File: config.mk
export PLATFORM = sky130hd
export DESIGN_NAME = exec_packet_dispatcher
export DESIGN_NICKNAME = d
export VERILOG_FILES = /design/src/rtl/fpd_pkg.sv /design/src/rtl/fpd_pc_gen.sv /design/src/rtl/fpd_stage.sv /design/src/rtl/fpd_splitter.sv /design/src/rtl/fpd_idle_ctr.sv /design/src/rtl/exec_packet_dispatcher.sv
export SDC_FILE = /design/constraint.sdc
export NUM_CORES = 2
export LEC_CHECK = 0
export CAP_MARGIN = 20
export CORE_MARGIN = 8
export CORE_UTILIZATION = 56
export DETAILED_ROUTE_END_ITERATION = 8
export PLACE_DENSITY = 0.85
export SYNTH_ARGS = -nofsm -noshare
export SYNTH_HDL_FRONTEND = slang
export SYNTH_SLANG_ARGS = --single-unit
File: constraint.sdc
create_clock -name clk -period 9.1 [get_ports clk]
set_clock_uncertainty 0.05 [all_clocks]
set_input_delay 2.73 -clock clk [delete_from_list [all_inputs] [get_ports clk]]
set_output_delay 2.73 -clock clk [all_outputs]
set_load 0.005 [all_outputs]
File: src/rtl/fpd_pkg.sv
package fpd_pkg;
  localparam int unsigned LANES  = 8;
  localparam int unsigned IW     = 32;
  localparam int unsigned LINE_W = LANES * IW;
  localparam int unsigned LW     = $clog2(LANES);

  typedef logic [LW-1:0]    lane_t;
  typedef logic [LANES-1:0] lmask_t;

  // Gather bit 0 of each instruction word of a fetch line.
  function automatic lmask_t chain_bits(logic [LINE_W-1:0] line);
    lmask_t r;
    for (int i = 0; i < LANES; i++) r[i] = line[i*IW];
    return r;
  endfunction

  // Lane that closes the execute packet starting at 'first'.
  function automatic lane_t packet_end(lmask_t chain, lane_t first);
    lane_t e;
    logic  found;
    e     = lane_t'(LANES-1);
    found = 1'b0;
    for (int i = 0; i < LANES; i++) begin
      if (!found && i >= int'(first) && (!chain[i] || i == LANES-1)) begin
        e     = lane_t'(i);
        found = 1'b1;
      end
    end
    return e;
  endfunction

  // Contiguous lane mask from lo to hi inclusive.
  function automatic lmask_t span(lane_t lo, lane_t hi);
    lmask_t m;
    for (int i = 0; i < LANES; i++) m[i] = (i >= int'(lo)) && (i <= int'(hi));
    return m;
  endfunction
endpackage

File: src/rtl/fpd_pc_gen.sv
module fpd_pc_gen #(
  parameter int unsigned AW         = 32,
  parameter int unsigned STEP       = 32,
  parameter logic [AW-1:0] RESET_ADDR = '0
) (
  input  logic          clk,
  input  logic          rst_n,
  input  logic          flush,
  input  logic [AW-1:0] flush_addr,
  input  logic          adv,
  output logic [AW-1:0] pc
);
  always_ff @(posedge clk) begin
    if (!rst_n)     pc <= RESET_ADDR;
    else if (flush) pc <= flush_addr;
    else if (adv)   pc <= pc + AW'(STEP);
  end
endmodule

File: src/rtl/fpd_stage.sv
module fpd_stage #(
  parameter int unsigned W = 32
) (
  input  logic         clk,
  input  logic         rst_n,
  input  logic         flush,
  input  logic         in_valid,
  input  logic [W-1:0] in_data,
  output logic         in_ready,
  output logic         out_valid,
  output logic [W-1:0] out_data,
  input  logic         out_ready
);
  assign in_ready = ~out_valid | out_ready;

  always_ff @(posedge clk) begin
    if (!rst_n) begin
      out_valid <= 1'b0;
      out_data  <= '0;
    end else if (flush) begin
      out_valid <= 1'b0;
    end else if (in_ready) begin
      out_valid <= in_valid;
      if (in_valid) out_data <= in_data;
    end
  end

  // a stalled phase keeps its content
  p_stage_hold_r7: assert property (@(posedge clk) disable iff (!rst_n)
    out_valid && !out_ready && !flush |=> out_valid && $stable(out_data));
endmodule

File: src/rtl/fpd_splitter.sv
module fpd_splitter
  import fpd_pkg::*;
#(
  parameter int unsigned AW = 32
) (
  input  logic              clk,
  input  logic              rst_n,
  input  logic              flush,
  input  logic              in_valid,
  input  logic [AW-1:0]     in_addr,
  input  logic [LINE_W-1:0] in_line,
  output logic              in_ready,
  output logic              out_valid,
  input  logic              out_ready,
  output lmask_t            out_lanes,
  output logic [LINE_W-1:0] out_line,
  output logic [AW-1:0]     out_addr,
  output logic              fire
);
  logic              held;
  logic [LINE_W-1:0] line_q;
  logic [AW-1:0]     addr_q;
  lane_t             first_q;
  lane_t             last;
  logic              closes_packet;

  assign last          = packet_end(chain_bits(line_q), first_q);
  assign closes_packet = (last == lane_t'(LANES-1));
  assign out_valid     = held & ~flush;
  assign out_lanes     = span(first_q, last);
  assign out_line      = line_q;
  assign out_addr      = addr_q;
  assign fire          = out_valid & out_ready;
  assign in_ready      = ~held | (fire & closes_packet);

  always_ff @(posedge clk) begin
    if (!rst_n) begin
      held    <= 1'b0;
      first_q <= '0;
      line_q  <= '0;
      addr_q  <= '0;
    end else if (flush) begin
      held    <= 1'b0;
      first_q <= '0;
    end else if (in_ready) begin
      held    <= in_valid;
      first_q <= '0;
      if (in_valid) begin
        line_q <= in_line;
        addr_q <= in_addr;
      end
    end else if (fire) begin
      first_q <= lane_t'(last + 1'b1);
    end
  end

  // offered lanes are a nonempty contiguous run
  p_lanes_nonempty_r2: assert property (@(posedge clk) disable iff (!rst_n)
    out_valid |-> out_lanes != '0);
  p_lanes_contig_r2: assert property (@(posedge clk) disable iff (!rst_n)
    out_valid |-> ((out_lanes + (out_lanes & (~out_lanes + 1'b1))) & out_lanes) == '0);
  // a packet with lanes left stays in decode
  p_stay_r6: assert property (@(posedge clk) disable iff (!rst_n)
    fire && !out_lanes[LANES-1] |=> held);
endmodule

File: src/rtl/fpd_idle_ctr.sv
module fpd_idle_ctr #(
  parameter int unsigned CW = 16
) (
  input  logic          clk,
  input  logic          rst_n,
  input  logic          fire,
  output logic [CW-1:0] count
);
  always_ff @(posedge clk) begin
    if (!rst_n)     count <= '0;
    else if (!fire) count <= count + 1'b1;
  end

  // one step per silent cycle, none otherwise
  p_count_r9: assert property (@(posedge clk) disable iff (!rst_n)
    !fire |=> count == $past(count) + 1'b1);
  p_hold_r9: assert property (@(posedge clk) disable iff (!rst_n)
    fire |=> $stable(count));
endmodule

File: src/rtl/exec_packet_dispatcher.sv
module exec_packet_dispatcher
  import fpd_pkg::*;
#(
  parameter int unsigned   AW         = 32,
  parameter int unsigned   CW         = 16,
  parameter logic [AW-1:0] RESET_ADDR = '0
) (
  input  logic              clk,
  input  logic              rst_n,
  input  logic              flush_i,
  input  logic [AW-1:0]     flush_addr_i,
  output logic              imem_req_o,
  output logic [AW-1:0]     imem_addr_o,
  input  logic [LINE_W-1:0] imem_rdata_i,
  output logic              ep_valid_o,
  input  logic              ep_ready_i,
  output logic [LANES-1:0]  ep_lanes_o,
  output logic [LINE_W-1:0] ep_words_o,
  output logic [AW-1:0]     ep_pc_o,
  output logic [CW-1:0]     idle_cycles_o
);
  localparam int unsigned STEP  = LINE_W / 8;
  localparam int unsigned PKT_W = AW + LINE_W;

  // Named internal events
  logic              fetch_hold;
  logic              issue_fire;

  logic [AW-1:0]     pc;
  logic              ps_in_ready, ps_valid;
  logic [AW-1:0]     ps_addr;
  logic              pw_in_ready, pw_valid;
  logic [AW-1:0]     pw_addr;
  logic              pr_in_ready, pr_valid;
  logic [PKT_W-1:0]  pr_data;
  logic              dp_in_ready, dp_valid;
  logic [PKT_W-1:0]  dp_data;
  logic              dc_in_ready;

  assign fetch_hold = ~ps_in_ready;

  // Address generate
  fpd_pc_gen #(.AW(AW), .STEP(STEP), .RESET_ADDR(RESET_ADDR)) u_pc (
    .clk(clk), .rst_n(rst_n), .flush(flush_i), .flush_addr(flush_addr_i),
    .adv(~fetch_hold), .pc(pc));

  // Address send
  fpd_stage #(.W(AW)) u_ps (
    .clk(clk), .rst_n(rst_n), .flush(flush_i),
    .in_valid(1'b1), .in_data(pc), .in_ready(ps_in_ready),
    .out_valid(ps_valid), .out_data(ps_addr), .out_ready(pw_in_ready));

  assign imem_req_o  = ps_valid & pw_in_ready & ~flush_i;
  assign imem_addr_o = ps_addr;

  // Wait for the memory
  fpd_stage #(.W(AW)) u_pw (
    .clk(clk), .rst_n(rst_n), .flush(flush_i),
    .in_valid(ps_valid), .in_data(ps_addr), .in_ready(pw_in_ready),
    .out_valid(pw_valid), .out_data(pw_addr), .out_ready(pr_in_ready));

  // Receive the line
  fpd_stage #(.W(PKT_W)) u_pr (
    .clk(clk), .rst_n(rst_n), .flush(flush_i),
    .in_valid(pw_valid), .in_data({pw_addr, imem_rdata_i}), .in_ready(pr_in_ready),
    .out_valid(pr_valid), .out_data(pr_data), .out_ready(dp_in_ready));

  // Dispatch
  fpd_stage #(.W(PKT_W)) u_dp (
    .clk(clk), .rst_n(rst_n), .flush(flush_i),
    .in_valid(pr_valid), .in_data(pr_data), .in_ready(dp_in_ready),
    .out_valid(dp_valid), .out_data(dp_data), .out_ready(dc_in_ready));

  // Decode and split into execute packets
  fpd_splitter #(.AW(AW)) u_dc (
    .clk(clk), .rst_n(rst_n), .flush(flush_i),
    .in_valid(dp_valid), .in_addr(dp_data[PKT_W-1:LINE_W]), .in_line(dp_data[LINE_W-1:0]),
    .in_ready(dc_in_ready),
    .out_valid(ep_valid_o), .out_ready(ep_ready_i), .out_lanes(ep_lanes_o),
    .out_line(ep_words_o), .out_addr(ep_pc_o), .fire(issue_fire));

  fpd_idle_ctr #(.CW(CW)) u_idle (
    .clk(clk), .rst_n(rst_n), .fire(issue_fire), .count(idle_cycles_o));

  // nothing offered right after a flush
  p_flush_empty_r8: assert property (@(posedge clk) disable iff (!rst_n)
    flush_i |=> !ep_valid_o);
  // back-to-back requests walk forward one line
  p_addr_step_r4: assert property (@(posedge clk) disable iff (!rst_n)
    imem_req_o && $past(imem_req_o) |-> imem_addr_o == $past(imem_addr_o) + AW'(STEP));
endmodule

Word level (Yosys, flattened, before mapping)
Cells that the tools add are included.
{"block": "totals", "mem_bits_ro": 0, "output_inout_bits": 346, "elab_cells": 106, "mem_count": 0, "latch_bits": 0, "mem_bits_rw": 0, "input_bits": 292, "regBits": 984}
{"block": "op_classes", "n_mul": 0, "n_mux": 17, "shifts": 0, "eq_ne": 1, "n_addsub": 3, "bitwise": 17, "n_lt_le_gt_ge": 14, "reduce_logical": 40, "div": 0}
{"cell": "2-to-1 mux 32 bit", "count": 2}
{"cell": "adder 32 x 6 -> 32 bit, second input constant", "count": 1}
{"cell": "2-to-1 mux 3 bit", "count": 8}
{"cell": "logical AND 1 bit", "count": 19}
{"cell": "adder 16 x 1 -> 16 bit, second input constant", "count": 1}
{"cell": "logical NOT 1 bit", "count": 13}
{"cell": "less-or-equal comparator 3 bit, first input constant", "count": 4}
{"cell": "AND reduction 3 bit", "count": 4}
{"cell": ">= comparator 3 bit, first input constant", "count": 3}
{"cell": "2-to-1 mux 1 bit", "count": 7}
{"cell": "NOT 1 bit", "count": 7}
{"cell": ">= comparator 1 x 3 -> 1 bit, first input constant", "count": 2}
{"cell": ">= comparator 2 x 3 -> 1 bit, first input constant", "count": 2}
{"cell": "less-or-equal comparator 2 x 3 -> 1 bit, first input constant", "count": 2}
{"cell": "AND 1 bit", "count": 5}
{"cell": "OR 1 bit", "count": 5}
{"cell": "adder 3 x 1 -> 3 bit, second input constant", "count": 1}
{"cell": "equality test 3 bit, second input constant", "count": 1}
{"cell": "less-or-equal comparator 1 x 3 -> 1 bit, first input constant", "count": 1}
{"cell": "OR reduction 3 bit", "count": 1}
{"cell": "AND reduction 2 bit", "count": 1}
{"cell": "nonzero test 2 bit", "count": 1}
{"cell": "OR reduction 2 bit", "count": 1}

Depth between registers and ports, before layout
{"block": "depth", "ltp_word": 37, "depth_mapped": 15, "ltp_nobuf": 12}

Modules after synthesis
Synthesis repeated with hierarchy kept, for this count alone.
{"block": "unflattened", "cells_unflattened": 4401, "hier_area_um2": 38528.2}
{"module": "fpd_stage (u_dp ...)", "area_per_inst_um2": 11499.8, "instances": 2, "cells_per_inst": 1254, "seq_area_each_um2": 5785.5}
{"module": "fpd_splitter", "area_per_inst_um2": 10271.1, "instances": 1, "cells_per_inst": 1317, "seq_area_each_um2": 5845.6}
{"module": "fpd_stage (u_ps ...)", "area_per_inst_um2": 1365.1, "instances": 2, "cells_per_inst": 145, "seq_area_each_um2": 660.6}
{"module": "fpd_pc_gen", "area_per_inst_um2": 1759.2, "instances": 1, "cells_per_inst": 201, "seq_area_each_um2": 640.6}
{"module": "fpd_idle_ctr", "area_per_inst_um2": 755.7, "instances": 1, "cells_per_inst": 83, "seq_area_each_um2": 320.3}
{"module": "exec_packet_dispatcher", "area_per_inst_um2": 12.5, "instances": 1, "cells_per_inst": 2, "seq_area_each_um2": 0.0}

Least setup slack after synthesis
OpenSTA, ideal clock, no wires.
{"block": "synth_path", "path_kind": "input port to output port", "startpoint": "input port flush_i", "endpoint": "output port imem_req_o", "n_path_buf": 2, "slack_ns": 2.627, "cell_stages": 5, "t_arrival_ns": 3.693, "t_required_ns": 6.320, "cell_sequence": "clkinv_1 -> clkbuf_1 -> nand3_1 -> inv_1 -> buf_1"}
{"block": "synth_via", "elab_chain_cells": 10}
{"element": "start: declaration", "line": "exec_packet_dispatcher.sv:10", "source": "input logic flush_i,"}
{"element": "NOT 1 bit (no line) (*)"}
{"element": "AND 1 bit", "line": "fpd_splitter.sv:29", "source": "assign out_valid = held & ~flush;"}
{"element": "AND 1 bit", "line": "fpd_splitter.sv:33", "source": "assign fire = out_valid & out_ready;"}
{"element": "AND 1 bit", "line": "fpd_splitter.sv:34", "source": "assign in_ready = ~held | (fire & closes_packet);"}
{"element": "OR 1 bit", "line": "fpd_splitter.sv:34"}
{"element": "OR 1 bit (3 in a row)", "line": "fpd_stage.sv:14", "source": "assign in_ready = ~out_valid | out_ready;"}
{"element": "AND 1 bit", "line": "exec_packet_dispatcher.sv:53", "source": "assign imem_req_o = ps_valid & pw_in_ready & ~flush_i;"}
{"element": "AND 1 bit (*)", "line": "exec_packet_dispatcher.sv:53"}
{"element": "end: declaration", "line": "exec_packet_dispatcher.sv:12", "source": "output logic imem_req_o,"}
Every way passes the cells marked *; elsewhere a longest branch is shown, timed or not.

Worst setup path after layout
{"block": "layout_path", "startpoint": "input port ep_ready_i", "endpoint": "output port imem_req_o"}
{"block": "layout_via", "elab_chain_cells": 8}
{"element": "start: declaration", "line": "exec_packet_dispatcher.sv:16", "source": "input logic ep_ready_i,"}
{"element": "AND 1 bit", "line": "fpd_splitter.sv:33"}
{"element": "AND 1 bit", "line": "fpd_splitter.sv:34"}
{"element": "OR 1 bit", "line": "fpd_splitter.sv:34"}
{"element": "OR 1 bit (3 in a row)", "line": "fpd_stage.sv:14"}
{"element": "AND 1 bit (2 in a row)", "line": "exec_packet_dispatcher.sv:53"}
Every way passes these cells.

==> impl_metrics.csv <==
group,metric,value,unit
synth,synth.distinct_cells,54,
cells_and_area,final_cells,5717,
synth,synthMuxAreaShare,0.203,%
run,drv_cap,0,
status,status,"complete, no violations",
die,core_area,61300,µm²
hold_path,hp-class,"reg2reg",
synth,synthFlopType,"dfxtp_1",
clock_network,clkSinkCount,984,
synth,synth-async-reset-ratio,0,%
sta,final.setup.tns,0,ns
cells_and_area,design_area,44300,µm²
sta,worstMarginPinSlew,1.09,ns
sta,grt_setup_unrepaired,"false",
cells_and_area,layout-drive-gt1-share,4.08,%
synth,synth_fa_ha_area_share,0.218,%
clock_network,clock_path_buffers,3,
die,dieArea,69800,µm²
sta,setup_viol,0,
drt,drc,0,
drt,drt_iter0_drc,3042,
synth,synthCells,4396,
place,placed_cells,5521,
critical_path,crit_slowest_cell,"clkdlybuf4s50_1",
synth,yosys_warnings,0,
die,fp.dieW,264,µm
critical_path,arrival,4.78,ns
critical_path,crit_required,6.32,ns
critical_path,cpMostUsedCell,"clkdlybuf4s50_1",
global_routing,grt_pass1_vias,29400,
place,port_buffers,637,
clock_network,cts_tree,"yes",
critical_path,path_cells,"clkdlybuf4s50_1, nand2_1, nand4_1, nand3_1, inv_1, buf_4, clkdlybuf4s50_1",
place,place.gp.congestion,0.874,
die,io_pins,638,
synth,synth-xor-area-share,0.914,%
critical_path,worstPathMaxFanout,33,
global_routing,antenna_found_initial,32,
global_routing,grt_start_max_net_pins,196,
drt,wl_per_cell,18.3,µm
sta,period_minus_slack,7.56,ns
drt,first_pass_iters,6,
sta,relSlewSlack,27.2,%
drt,vias,31200,
clock_network,cts-hold-fix-buffers,0,
synth,syn_avg_cell_area,7.85,µm²
sta,period_share,83.1,%
sta,finalHoldViolations,0,
cells_and_area,syn_to_final_growth,28.3,%
synth,seq_area_frac_synth,57.1,%
place,dpl.hpwl,64200,µm
sta,fmax,132,MHz
sta,postLayoutSetupSlackWorst,1.54,ns
critical_path,cp-start-kind,"primary input",
global_routing,grt_pass1_wl,161000,µm
synth,syn-cell-area,34500,µm²
synth,synth_edf_count,0,
clock_network,cts_made_buffers,97,
synth,synth_fp_nets,4694,
clock_network,root_buffer,"clkbuf_16",
synth,synth-compound-area-share,14.8,%
die,rows,91,
clock_network,cts_resized,0,
synth,synth_top_family_by_area,"simple AND/OR/NAND/NOR gates",
synth,synth-simple-area-share,22.7,%
place,place_ws,1.54,ns
drt,viasPerCell,5.45,
sta,slew_violations,0,
pwr,pwr_density_cell,197,nW/µm²
critical_path,slowest_delay,0.59,ns
critical_path,end_kind,"output port",
cells_and_area,fin_nets,5130,
die,die_height,264,µm
die,start_util,56.3,%
synth,yosys_register_bits,984,
pwr,ir_drop,173,µV
clock_network,clk_latency,0.64,ns
drt,wirelength,105000,µm
global_routing,gr-usage-all-layers,28.2,%
critical_path,path_class,"in2out",
clock_network,htreeDepth,3,
clock_network,cts_setup_buffers,0,
global_routing,grt_remaining_overflow,0,
place,place_area,40900,µm²
pwr,totalPowerFinal,8.70,mW
clock_network,clk_pin_slew,0.06,ns
pwr,p_leak,14.5,nW
drt,final_antenna_net_count,0,
==> layout make-up <==
cell class                 count  area [µm²]
timing repair buffer         665        6760
fill                        4521       17000
tap                          790         988
sequential                   984       19700
clock inverter                35         393
multi-input combinational   3072       13500
antenna                       20        50.0
clock buffer                 139        2840
inverter                      12        52.6
==> through the flow <==
stage	utilization, %	hold WS [ns]
after floorplan	-	0.381
final	72.2	0.384
after global placement	66.8	0.385
after CTS	72.1	0.394
after global routing	72.2	0.409
after detailed placement	66.8	0.392
==> path summary, 6_finish.rpt <==
kind	startpoint	to	slack [ns]	cells past startpoint
hold reg to reg	u_dp.out_data[252]	u_dc.out_line[252]	0.38	2
setup / recovery	ep_ready_i	imem_req_o	1.54	7
setup reg to reg	u_dc.first_q[0]	u_pr.out_data[121]	4.61	12
hold / removal	u_dp.out_data[252]	u_dc.out_line[252]	0.38	2
==> power by group <==
group | switching, mW | leakage [nW] | internal, mW | total [mW]
Clock | 1.67 | 1.58 | 2.35 | 4.01
Sequential | 0.0293 | 7.94 | 4.34 | 4.37
Combinational | 0.158 | 4.95 | 0.157 | 0.314
Total | 1.85 | 14.5 | 6.84 | 8.70
==> cell usage after synthesis (all sizes together) (4+ instances only) <==
master | number | share of area, %
dfxtp | 984 | 57
buf | 96 | 1.4
nand4 | 16 | 0.33
clkbuf | 232 | 2.5
nor4 | 6 | 0.16
and2 | 4 | 0.073
nand3 | 23 | 0.33
ha | 6 | 0.22
xnor2 | 18 | 0.46
nor2 | 35 | 0.38
o21a | 4 | 0.087
xor2 | 18 | 0.46
inv | 10 | 0.11
mux2i | 7 | 0.20
nand2 | 1886 | 21
and4 | 5 | 0.13
and3 | 13 | 0.24
a21oi | 961 | 14
nor3 | 12 | 0.19
o21ai | 20 | 0.29
==> cells by family (layout without fill, tap and decap cells) <==
group,after synthesis,after routing
flops,984,984
buf+inv,340,851
other cells,0,20
mux,7,7
simple gates,2016,2016
fa+ha+maj,6,6
xor+xnor,36,36
compound gates,1007,1007
==> layer usage <==
metal	vias up	share of wire [%]	GRT usage, %
li1	15100	-	-
met1	14600	38	32.6
met2	1130	47	46.1
met3	287	8.8	9.27
met4	26	5.6	15.3
met5	-	0.17	0
==> state kept, by name (all words and copies together) (netlist names) <==
signal	flops
u_pr.out_valid	1
u_pc.pc	32
u_pw.out_data	32
u_idle.count	16
u_dp.out_data	288
u_dc.held	1
u_dc.out_line	256
u_dc.first_q	3
u_pr.out_data	288
u_pw.out_valid	1
u_ps.out_data	32
u_dc.out_addr	32
u_dp.out_valid	1
u_ps.out_valid	1
==> cell usage in the layout, fill, tap and decap left out, types with 3 or more instances in the layout <==
cell type           n
o21ai_0            20
nor4_1              3
ha_1                6
and2_1              4
xnor2_1            18
and4_1              5
nand4_1            14
a21oi_1           961
and3_1             10
mux2i_1             7
clkbuf_1           20
buf_12             11
clkinvlp_4          6
nor3_1             11
clkinv_2           17
and3_4              3
nor2_1             34
nand3_4             3
nor4_2              3
diode_2            20
nor3b_1             3
buf_4              15
dfxtp_1           984
nand2_1          1886
clkdlybuf4s50_1   637
o21a_1              4
xor2_1             18
clkbuf_8           19
inv_1              10
bufinv_16           6
a211oi_1            3
clkbuf_16         100
nand3_1            20
==> worst max-delay path: cells and delay by family <==
family | cells | cell delay (ns)
buffers and inverters | 4 | 1.59
and+or+nand+nor | 3 | 0.45
No activity file was read; power rests on OpenSTA's default activity.
